[src/rtl/pfc_pkg.sv]
package pfc_pkg;
  localparam logic [3:0] CMD_PROG   = 4'h4;
  localparam logic [3:0] CMD_PERASE = 4'h8;
  localparam logic [3:0] CMD_MERASE = 4'hA;

  localparam logic [3:0] MODE_BUSY = 4'hA;
  localparam logic [3:0] MODE_DONE = 4'hE;
  localparam logic [3:0] MODE_IDLE = 4'h6;
  localparam logic [3:0] GO_CODE   = 4'hA;

  localparam logic [2:0] SEL_TGT   = 3'd0;
  localparam logic [2:0] SEL_WDATA = 3'd1;
  localparam logic [2:0] SEL_CMD   = 3'd2;
  localparam logic [2:0] SEL_OPCTL = 3'd3;
  localparam logic [2:0] SEL_STAT  = 3'd4;

  typedef struct packed {
    logic [3:0]  cmd;
    logic [31:0] addr;
    logic [31:0] data;
    logic        allow;
  } op_req_t;
endpackage

[src/rtl/pfc_regs.sv]
module pfc_regs
  import pfc_pkg::*;
(
  input  logic        clk,
  input  logic        rst_n,
  input  logic        wr_i,
  input  logic [2:0]  sel_i,
  input  logic [31:0] wdata_i,
  input  logic        busy_i,
  input  logic        rej_i,
  input  logic        prot_i,
  input  logic [3:0]  mode_i,
  output logic [31:0] rdata_o,
  output logic [31:0] tgt_o,
  output logic [31:0] wd_o,
  output logic [3:0]  cmd_o,
  output logic        go_o
);
  logic [31:0] tgt_q, tgt_d;
  logic [31:0] wd_q, wd_d;
  logic [3:0]  cmd_q, cmd_d;
  logic        perr_q, perr_d;
  logic        open_wr;

  assign open_wr = wr_i && !busy_i;
  assign go_o    = open_wr && (sel_i == SEL_OPCTL) && (wdata_i[3:0] == GO_CODE);

  always_comb begin
    tgt_d  = tgt_q;
    wd_d   = wd_q;
    cmd_d  = cmd_q;
    perr_d = perr_q;
    if (open_wr && sel_i == SEL_TGT)   tgt_d = wdata_i;
    if (open_wr && sel_i == SEL_WDATA) wd_d  = wdata_i;
    if (open_wr && sel_i == SEL_CMD)   cmd_d = wdata_i[3:0];
    if (wr_i && sel_i == SEL_STAT && wdata_i[0]) perr_d = 1'b0;
    if (rej_i) perr_d = 1'b1;
  end

  always_ff @(posedge clk or negedge rst_n) begin
    if (!rst_n) begin
      tgt_q  <= '0;
      wd_q   <= '0;
      cmd_q  <= '0;
      perr_q <= 1'b0;
    end else begin
      tgt_q  <= tgt_d;
      wd_q   <= wd_d;
      cmd_q  <= cmd_d;
      perr_q <= perr_d;
    end
  end

  always_comb begin
    unique case (sel_i)
      SEL_TGT:   rdata_o = tgt_q;
      SEL_WDATA: rdata_o = wd_q;
      SEL_CMD:   rdata_o = {28'd0, cmd_q};
      SEL_OPCTL: rdata_o = {28'd0, mode_i};
      SEL_STAT:  rdata_o = {30'd0, prot_i, perr_q};
      default:   rdata_o = '0;
    endcase
  end

  assign tgt_o = tgt_q;
  assign wd_o  = wd_q;
  assign cmd_o = cmd_q;

  assert_frozen_R3: assert property (@(posedge clk) disable iff (!rst_n)
    busy_i |=> ($stable(tgt_q) && $stable(wd_q) && $stable(cmd_q)));
  assert_perr_sticky_R10: assert property (@(posedge clk) disable iff (!rst_n)
    rej_i |=> perr_q);
endmodule

[src/rtl/pfc_guard.sv]
module pfc_guard
  import pfc_pkg::*;
#(
  parameter int          WPP       = 4,
  parameter int          OPT_WORDS = 8,
  parameter logic [31:0] OPT_BASE  = 32'h1FF0_0000
) (
  input  logic        clk,
  input  logic        rst_n,
  input  logic        prot_bit_i,
  input  logic [3:0]  cmd_i,
  input  logic [31:0] addr_i,
  input  logic        dbg_i,
  output logic        prot_o,
  output logic        loading_o,
  output logic        allow_o
);
  localparam logic [31:0] PAGE0_END = 32'(WPP * 4);
  localparam logic [31:0] OPT_END   = OPT_BASE + 32'(OPT_WORDS * 4);

  logic prot_q, prot_d;
  logic load_q, load_d;
  logic locked_region;

  always_comb begin
    prot_d = prot_q;
    load_d = load_q;
    if (load_q) begin
      prot_d = ~prot_bit_i;
      load_d = 1'b0;
    end
  end

  always_ff @(posedge clk or negedge rst_n) begin
    if (!rst_n) begin
      prot_q <= 1'b1;
      load_q <= 1'b1;
    end else begin
      prot_q <= prot_d;
      load_q <= load_d;
    end
  end

  assign locked_region = (addr_i < PAGE0_END) || (addr_i >= OPT_BASE && addr_i < OPT_END);

  always_comb begin
    allow_o = 1'b1;
    if (prot_q && (cmd_i == CMD_PROG || cmd_i == CMD_PERASE))
      allow_o = !dbg_i && !locked_region;
  end

  assign prot_o    = prot_q;
  assign loading_o = load_q;

  assert_latch_hold_R1: assert property (@(posedge clk) disable iff (!rst_n)
    !load_q |=> $stable(prot_q));
  assert_dbg_denied_R8: assert property (@(posedge clk) disable iff (!rst_n)
    (prot_q && dbg_i && (cmd_i == CMD_PROG || cmd_i == CMD_PERASE)) |-> !allow_o);
  assert_mass_ok_R6: assert property (@(posedge clk) disable iff (!rst_n)
    (cmd_i == CMD_MERASE) |-> allow_o);
endmodule

[src/rtl/pfc_seq.sv]
module pfc_seq
  import pfc_pkg::*;
#(
  parameter int BUSY_CYC = 8
) (
  input  logic        clk,
  input  logic        rst_n,
  input  logic        go_i,
  input  logic        hold_i,
  input  logic [3:0]  cmd_i,
  input  logic [31:0] addr_i,
  input  logic [31:0] data_i,
  input  logic        allow_i,
  output op_req_t     op_o,
  output logic        busy_o,
  output logic        exec_o,
  output logic [3:0]  mode_o
);
  localparam int CNT_W = $clog2(BUSY_CYC + 1);
  localparam logic [CNT_W-1:0] CNT_LOAD = CNT_W'(BUSY_CYC - 1);

  logic             busy_q, busy_d;
  logic             done_q, done_d;
  logic [CNT_W-1:0] cnt_q, cnt_d;
  op_req_t          op_q, op_d;
  logic             start;

  assign start  = go_i && !hold_i && !busy_q;
  assign exec_o = busy_q && (cnt_q == '0);

  always_comb begin
    busy_d = busy_q;
    done_d = done_q;
    cnt_d  = cnt_q;
    op_d   = op_q;
    if (start) begin
      busy_d = 1'b1;
      cnt_d  = CNT_LOAD;
      op_d   = '{cmd: cmd_i, addr: addr_i, data: data_i, allow: allow_i};
    end else if (exec_o) begin
      busy_d = 1'b0;
      done_d = 1'b1;
    end else if (busy_q) begin
      cnt_d = cnt_q - 1'b1;
    end
  end

  always_ff @(posedge clk or negedge rst_n) begin
    if (!rst_n) begin
      busy_q <= 1'b0;
      done_q <= 1'b0;
      cnt_q  <= '0;
      op_q   <= '0;
    end else begin
      busy_q <= busy_d;
      done_q <= done_d;
      cnt_q  <= cnt_d;
      op_q   <= op_d;
    end
  end

  assign op_o   = op_q;
  assign busy_o = busy_q;
  assign mode_o = busy_q ? MODE_BUSY : (done_q ? MODE_DONE : MODE_IDLE);

  assert_busy_hold_R2: assert property (@(posedge clk) disable iff (!rst_n)
    (busy_q && !exec_o) |=> (mode_o == MODE_BUSY));
  assert_done_mode_R2: assert property (@(posedge clk) disable iff (!rst_n)
    exec_o |=> (mode_o == MODE_DONE));
  assert_op_frozen_R11: assert property (@(posedge clk) disable iff (!rst_n)
    (busy_q && !exec_o) |=> $stable(op_q));
endmodule

[src/rtl/pfc_array.sv]
module pfc_array
  import pfc_pkg::*;
#(
  parameter int          WPP        = 4,
  parameter int          MAIN_PAGES = 8,
  parameter int          OPT_WORDS  = 8,
  parameter logic [31:0] OPT_BASE   = 32'h1FF0_0000,
  parameter int          PROT_OFS   = 16
) (
  input  logic        clk,
  input  logic        pwr_rst_n,
  input  logic        rst_n,
  input  logic        exec_i,
  input  op_req_t     op_i,
  input  logic        rd_en_i,
  input  logic [31:0] rd_addr_i,
  input  logic        rd_zero_i,
  output logic [31:0] rd_data_o,
  output logic        prot_bit_o
);
  localparam int MAIN_WORDS = WPP * MAIN_PAGES;
  localparam int TOTAL      = MAIN_WORDS + OPT_WORDS;
  localparam int IDX_W      = $clog2(TOTAL);
  localparam int PROT_IDX   = MAIN_WORDS + PROT_OFS / 4;
  localparam logic [31:0] MAIN_BYTES = 32'(MAIN_WORDS * 4);
  localparam logic [31:0] OPT_END    = OPT_BASE + 32'(OPT_WORDS * 4);

  logic [31:0] mem_q [TOTAL];
  logic [31:0] mem_d [TOTAL];
  logic        mem_en;
  logic [IDX_W:0] op_loc, rd_loc;
  logic [31:0] rd_q, rd_d;
  logic        op_is_opt;

  function automatic logic [IDX_W:0] locate(input logic [31:0] a);
    if (a < MAIN_BYTES) return {1'b1, IDX_W'(a >> 2)};
    if (a >= OPT_BASE && a < OPT_END)
      return {1'b1, IDX_W'((a - OPT_BASE) >> 2) + IDX_W'(MAIN_WORDS)};
    return '0;
  endfunction

  assign op_loc    = locate(op_i.addr);
  assign rd_loc    = locate(rd_addr_i);
  assign op_is_opt = int'(op_loc[IDX_W-1:0]) >= MAIN_WORDS;
  assign mem_en    = exec_i && op_i.allow;

  always_comb begin
    for (int i = 0; i < TOTAL; i++) mem_d[i] = mem_q[i];
    unique case (op_i.cmd)
      CMD_PROG: begin
        if (op_loc[IDX_W])
          mem_d[op_loc[IDX_W-1:0]] = mem_q[op_loc[IDX_W-1:0]] & op_i.data;
      end
      CMD_PERASE: begin
        for (int i = 0; i < TOTAL; i++) begin
          if (op_loc[IDX_W]) begin
            if (op_is_opt ? (i >= MAIN_WORDS)
                          : (i < MAIN_WORDS && i / WPP == int'(op_loc[IDX_W-1:0]) / WPP))
              mem_d[i] = '1;
          end
        end
      end
      CMD_MERASE: begin
        for (int i = 0; i < TOTAL; i++) mem_d[i] = '1;
      end
      default: ;
    endcase
  end

  always_ff @(posedge clk or negedge pwr_rst_n) begin
    if (!pwr_rst_n) begin
      for (int i = 0; i < TOTAL; i++) mem_q[i] <= '1;
    end else if (mem_en) begin
      for (int i = 0; i < TOTAL; i++) mem_q[i] <= mem_d[i];
    end
  end

  always_comb begin
    rd_d = '0;
    if (rd_loc[IDX_W] && !rd_zero_i) rd_d = mem_q[rd_loc[IDX_W-1:0]];
  end

  always_ff @(posedge clk or negedge rst_n) begin
    if (!rst_n)       rd_q <= '0;
    else if (rd_en_i) rd_q <= rd_d;
  end

  assign rd_data_o  = rd_q;
  assign prot_bit_o = mem_q[PROT_IDX][0];

  assert_masked_read_R7: assert property (@(posedge clk) disable iff (!rst_n)
    (rd_en_i && rd_zero_i) |=> (rd_data_o == '0));
  assert_denied_keeps_prot_R8: assert property (@(posedge clk) disable iff (!rst_n)
    (exec_i && !op_i.allow) |=> $stable(prot_bit_o));
endmodule

[src/rtl/pflash_ctrl.sv]
module pflash_ctrl
  import pfc_pkg::*;
#(
  parameter int          WPP        = 4,
  parameter int          MAIN_PAGES = 8,
  parameter int          OPT_WORDS  = 8,
  parameter logic [31:0] OPT_BASE   = 32'h1FF0_0000,
  parameter int          PROT_OFS   = 16,
  parameter int          BUSY_CYC   = 8
) (
  input  logic        clk,
  input  logic        pwr_rst_n,
  input  logic        rst_n,
  input  logic        reg_wr,
  input  logic [2:0]  reg_sel,
  input  logic [31:0] reg_wdata,
  output logic [31:0] reg_rdata,
  input  logic        dbg_req,
  input  logic        fl_rd,
  input  logic [31:0] fl_addr,
  output logic [31:0] fl_rdata
);
  logic [31:0] tgt, wd;
  logic [3:0]  cmd, mode;
  logic        go, busy, exec, allow, prot, loading, prot_bit;
  op_req_t     op;

  pfc_regs u_regs (
    .clk, .rst_n,
    .wr_i(reg_wr), .sel_i(reg_sel), .wdata_i(reg_wdata),
    .busy_i(busy), .rej_i(exec && !op.allow), .prot_i(prot), .mode_i(mode),
    .rdata_o(reg_rdata), .tgt_o(tgt), .wd_o(wd), .cmd_o(cmd), .go_o(go)
  );

  pfc_guard #(.WPP(WPP), .OPT_WORDS(OPT_WORDS), .OPT_BASE(OPT_BASE)) u_guard (
    .clk, .rst_n,
    .prot_bit_i(prot_bit), .cmd_i(cmd), .addr_i(tgt), .dbg_i(dbg_req),
    .prot_o(prot), .loading_o(loading), .allow_o(allow)
  );

  pfc_seq #(.BUSY_CYC(BUSY_CYC)) u_seq (
    .clk, .rst_n,
    .go_i(go), .hold_i(loading), .cmd_i(cmd), .addr_i(tgt), .data_i(wd),
    .allow_i(allow), .op_o(op), .busy_o(busy), .exec_o(exec), .mode_o(mode)
  );

  pfc_array #(.WPP(WPP), .MAIN_PAGES(MAIN_PAGES), .OPT_WORDS(OPT_WORDS),
              .OPT_BASE(OPT_BASE), .PROT_OFS(PROT_OFS)) u_array (
    .clk, .pwr_rst_n, .rst_n,
    .exec_i(exec), .op_i(op),
    .rd_en_i(fl_rd), .rd_addr_i(fl_addr), .rd_zero_i(prot && dbg_req),
    .rd_data_o(fl_rdata), .prot_bit_o(prot_bit)
  );
endmodule

[config.mk]
export PLATFORM = sky130hd
export DESIGN_NAME = pflash_ctrl
export DESIGN_NICKNAME = d
export VERILOG_FILES = /design/src/rtl/pfc_pkg.sv /design/src/rtl/pfc_regs.sv /design/src/rtl/pfc_guard.sv /design/src/rtl/pfc_seq.sv /design/src/rtl/pfc_array.sv /design/src/rtl/pflash_ctrl.sv
export SDC_FILE = /design/constraint.sdc
export NUM_CORES = 2
export LEC_CHECK = 0
export BUFFER_PORTS_ARGS = -buffer_cell sky130_fd_sc_hd__clkbuf_2
export CORE_MARGIN = 4
export CORE_UTILIZATION = 25
export CTS_CLUSTER_DIAMETER = 200
export DETAILED_ROUTE_END_ITERATION = 16
export PLACE_DENSITY_LB_ADDON = 0.08
export SETUP_SLACK_MARGIN = 0.05
export SLEW_MARGIN = 20
export SYNTH_ARGS = -nofsm -noshare
export SYNTH_HDL_FRONTEND = slang
export SYNTH_SLANG_ARGS = --single-unit
[constraint.sdc]
create_clock -name clk -period 9.64 [get_ports clk]
set_clock_uncertainty 0.05 [all_clocks]
set_input_delay 2.41 -clock clk [delete_from_list [all_inputs] [get_ports clk]]
set_output_delay 2.41 -clock clk [all_outputs]
set_load 0.01 [all_outputs]
==> metrics.txt <==
share of the synthesized area in the top cell type=44.2%; Post-synth EDFFs=0; final setup TNS=0 ns; die height=560 µm; Final min period=6.56 ns; met2 WL post-DR=208000 µm; hold slack=0.416 ns; clock buffer depth=4; syn avg cell area=9.57 µm²; Root Buffer=clkbuf_16; Synth Cell Area=76300 µm²; Hold WC Path Type=register to register; Fin. Hold Viols=0; CP startpoint kind=primary input; P_int=11.5 mW; num ports=137; Routed Antenna Nets=0; H-tree levels=4; CTS Buf Count=192; dpl hpwl=299000 µm; NetSw=5.90 mW; total track usage=30.0%; initial antenna violation count=49; vias in the first global route=69504; post-route cell area=88700 µm²; final net count=7933; Post-Syn Instances=7968; VDD IR max=0.000172 V; Sw Ratio=33.9%; synth warn=0; DRT iter0 DRCs=9968; Seq/Total Area, Yosys=49.9%; leading area contributor after synthesis=dfstp_2; flops & latches, synth=1456; row cnt=202; DP Area=82400 µm²; power per cell area=196 nW/µm²; met1 WL=201000 µm; Pre-antenna DRT Iters=6; fin util=29.3%; combinational power share=19.9%; total power draw=17.4 mW; Worst-path clk slew=0.06 ns; Main synth FF type=dfstp_2; Die W=560 µm; Syn Nets=8043; Worst EP required=10.26 ns; Pleak=34.0 nW; status=finished clean; Netlist cell types=90; Initial Util=25.2%; final setup fails=0; Core ar.=303000 µm²; die area=314000 µm²; FF-to-FF setup slack=3.17 ns; dominant cells by area after synthesis=dfstp_2 44%, a21oi_1 9.8%, nor2_1 7.2%; drt drc=0; grt total ovfl=0; first-pass GRT wire length=652000 µm; largest net degree at the start of global routing=152; Slew HR=10.2%; synthesis-to-finish area growth=16.3%; Synth top cells by count=1497 x a21oi_1, 1469 x nor2_1, 1282 x dfstp_2, 401 x clkbuf_1, 397 x o22ai_1; maximum capacitance violations=0; Routed Wire Length=490000 µm; CP endpoint kind=register; fraction of layout cells with a size suffix above 1=33.1%; slack of the critical path=3.08 ns; wire per inst=40.8 µm; dpl ws=2.47 ns; sequential power share=37.3%; most frequent cell after synthesis=a21oi_1; CTS tree=built; top sig layer=met5; vias per cell=5.98; routability cong.=0.898; critical path class=primary input to register; DP Cell Count=11642; max-slew violations=0; Tcrit/Tclk final=68.0%; setup bufs post-CTS=0; total clock sinks=1456; Post-CTS Hold Buffers=0; power share of the clock group=42.7%; fmax=153 MHz; vias=71771; Least-Margin Pin Slew=1.34 ns; Worst-Skew Late Latency=0.90 ns; met3 wire length=44100 µm; CP max FO=34; Port Buffer Count=134; ys async rst share=100%; Fill cells=31741; non-filler instance count after layout=11994; RSZ-0062 raised after global routing=no; data arrival time of the worst path=7.18 ns; # resized after CTS=0
-- cells in the final DEF, fill, tap and decap left out, drive strengths merged, types with 73 or more instances in the layout --
cell	instances
nor3	84
a21oi	1512
clkbuf	420
mux2i	278
a211oi	188
nand2	284
o22ai	397
buf	373
mux2	297
o221ai	91
o21ai	179
dfstp	1282
dfrtp	174
nand3	73
nor2	1489
a221oi	137
-- registers in the layout, summed over array words and instances (netlist names), 4 cells and up --
register and flops:
u_seq.cnt_q 4, u_array.mem_q 1279, u_regs.wd_o 32, u_array.rd_data_o 32
u_regs.cmd_o 4, u_regs.tgt_o 32, u_seq.op_o 67
-- path summary, 6_finish.rpt --
| kind | startpoint | endpoint | cells past startpoint |
|---|---|---|---|
| max | fl_addr[5] | u_array.rd_data_o[10]$_DFFE_PN0P_ | 10 |
| min | u_seq.op_o[4]$_DFFE_PN0P_ | u_seq.op_o[4]$_DFFE_PN0P_ | 2 |
| max reg2reg | u_seq.op_o[38]$_DFFE_PN0P_ | u_array.mem_q[293]$_DFFE_PN1P_ | 11 |
| min reg2reg | u_seq.op_o[4]$_DFFE_PN0P_ | u_seq.op_o[4]$_DFFE_PN0P_ | 2 |
| max in group asynchronous | pwr_rst_n | u_array.mem_q[685]$_DFFE_PN1P_ | 3 |
| min in group asynchronous | rst_n | u_regs.tgt_o[22]$_DFFE_PN0P_ | 1 |
-- logic make-up (layout without fill, tap and decap cells) --
family / after synthesis / in the layout / share of synthesized area (%)
other: 1 / 16 / 0.00492
AOI/OAI and AO/OA: 2910 / 2910 / 23.4
DFF: 1456 / 1456 / 49.9
xor gates and xnor gates: 4 / 4 / 0.0459
adders and majority gates: 2 / 2 / 0.0328
and+or+nand+nor: 2133 / 2133 / 11.9
buffers and inverters: 823 / 856 / 4.81
muxes: 639 / 639 / 9.92
-- final cells by class --
| type | instances | area (µm²) | share of cell area (%) |
|---|---|---|---|
| flip-flops and latches | 1456 | 38100 | 42.9 |
| diodes | 15 | 37.5 | 0.0423 |
| repair buffers | 501 | 3750 | 4.23 |
| multi-input cells | 5689 | 35600 | 40.1 |
| well taps | 3978 | 4980 | 5.61 |
| clock inverters | 45 | 584 | 0.658 |
| inverters | 18 | 68.8 | 0.0776 |
| clock buffers | 292 | 5710 | 6.44 |
-- routing by layer --
layer / global-route usage, % / up-vias
li1: - / 28881
met1: 39.8 / 37552
met2: 44.2 / 4251
met3: 6.49 / 1061
met4: 18.8 / 26
met5: 0 / -
-- worst max-delay path, cell delays in order --
cell	delay [ns]
buf_4	0.25
or2_2	0.47
nor4_2	0.27
buf_4	0.46
o21a_1	0.62
and2_4	0.87
buf_4	0.43
a211oi_1	0.14
o311ai_2	0.97
nand3_1	0.19
-- power groups by stage --
| stage | Clock (mW) | Sequential [mW] | Combinational, mW |
|---|---|---|---|
| 4_1_cts | 7.59 | 6.51 | 3.36 |
| 5_1_grt | 7.82 | 6.53 | 3.49 |
| 2_1_floorplan | 0 | 6.48 | 1.44 |
| 3_3_place_gp | 0 | 6.59 | 3.36 |
| 6_report | 7.44 | 6.50 | 3.47 |
| 3_5_place_dp | 0 | 6.60 | 3.36 |
No activity file was read; power rests on OpenSTA's default activity.
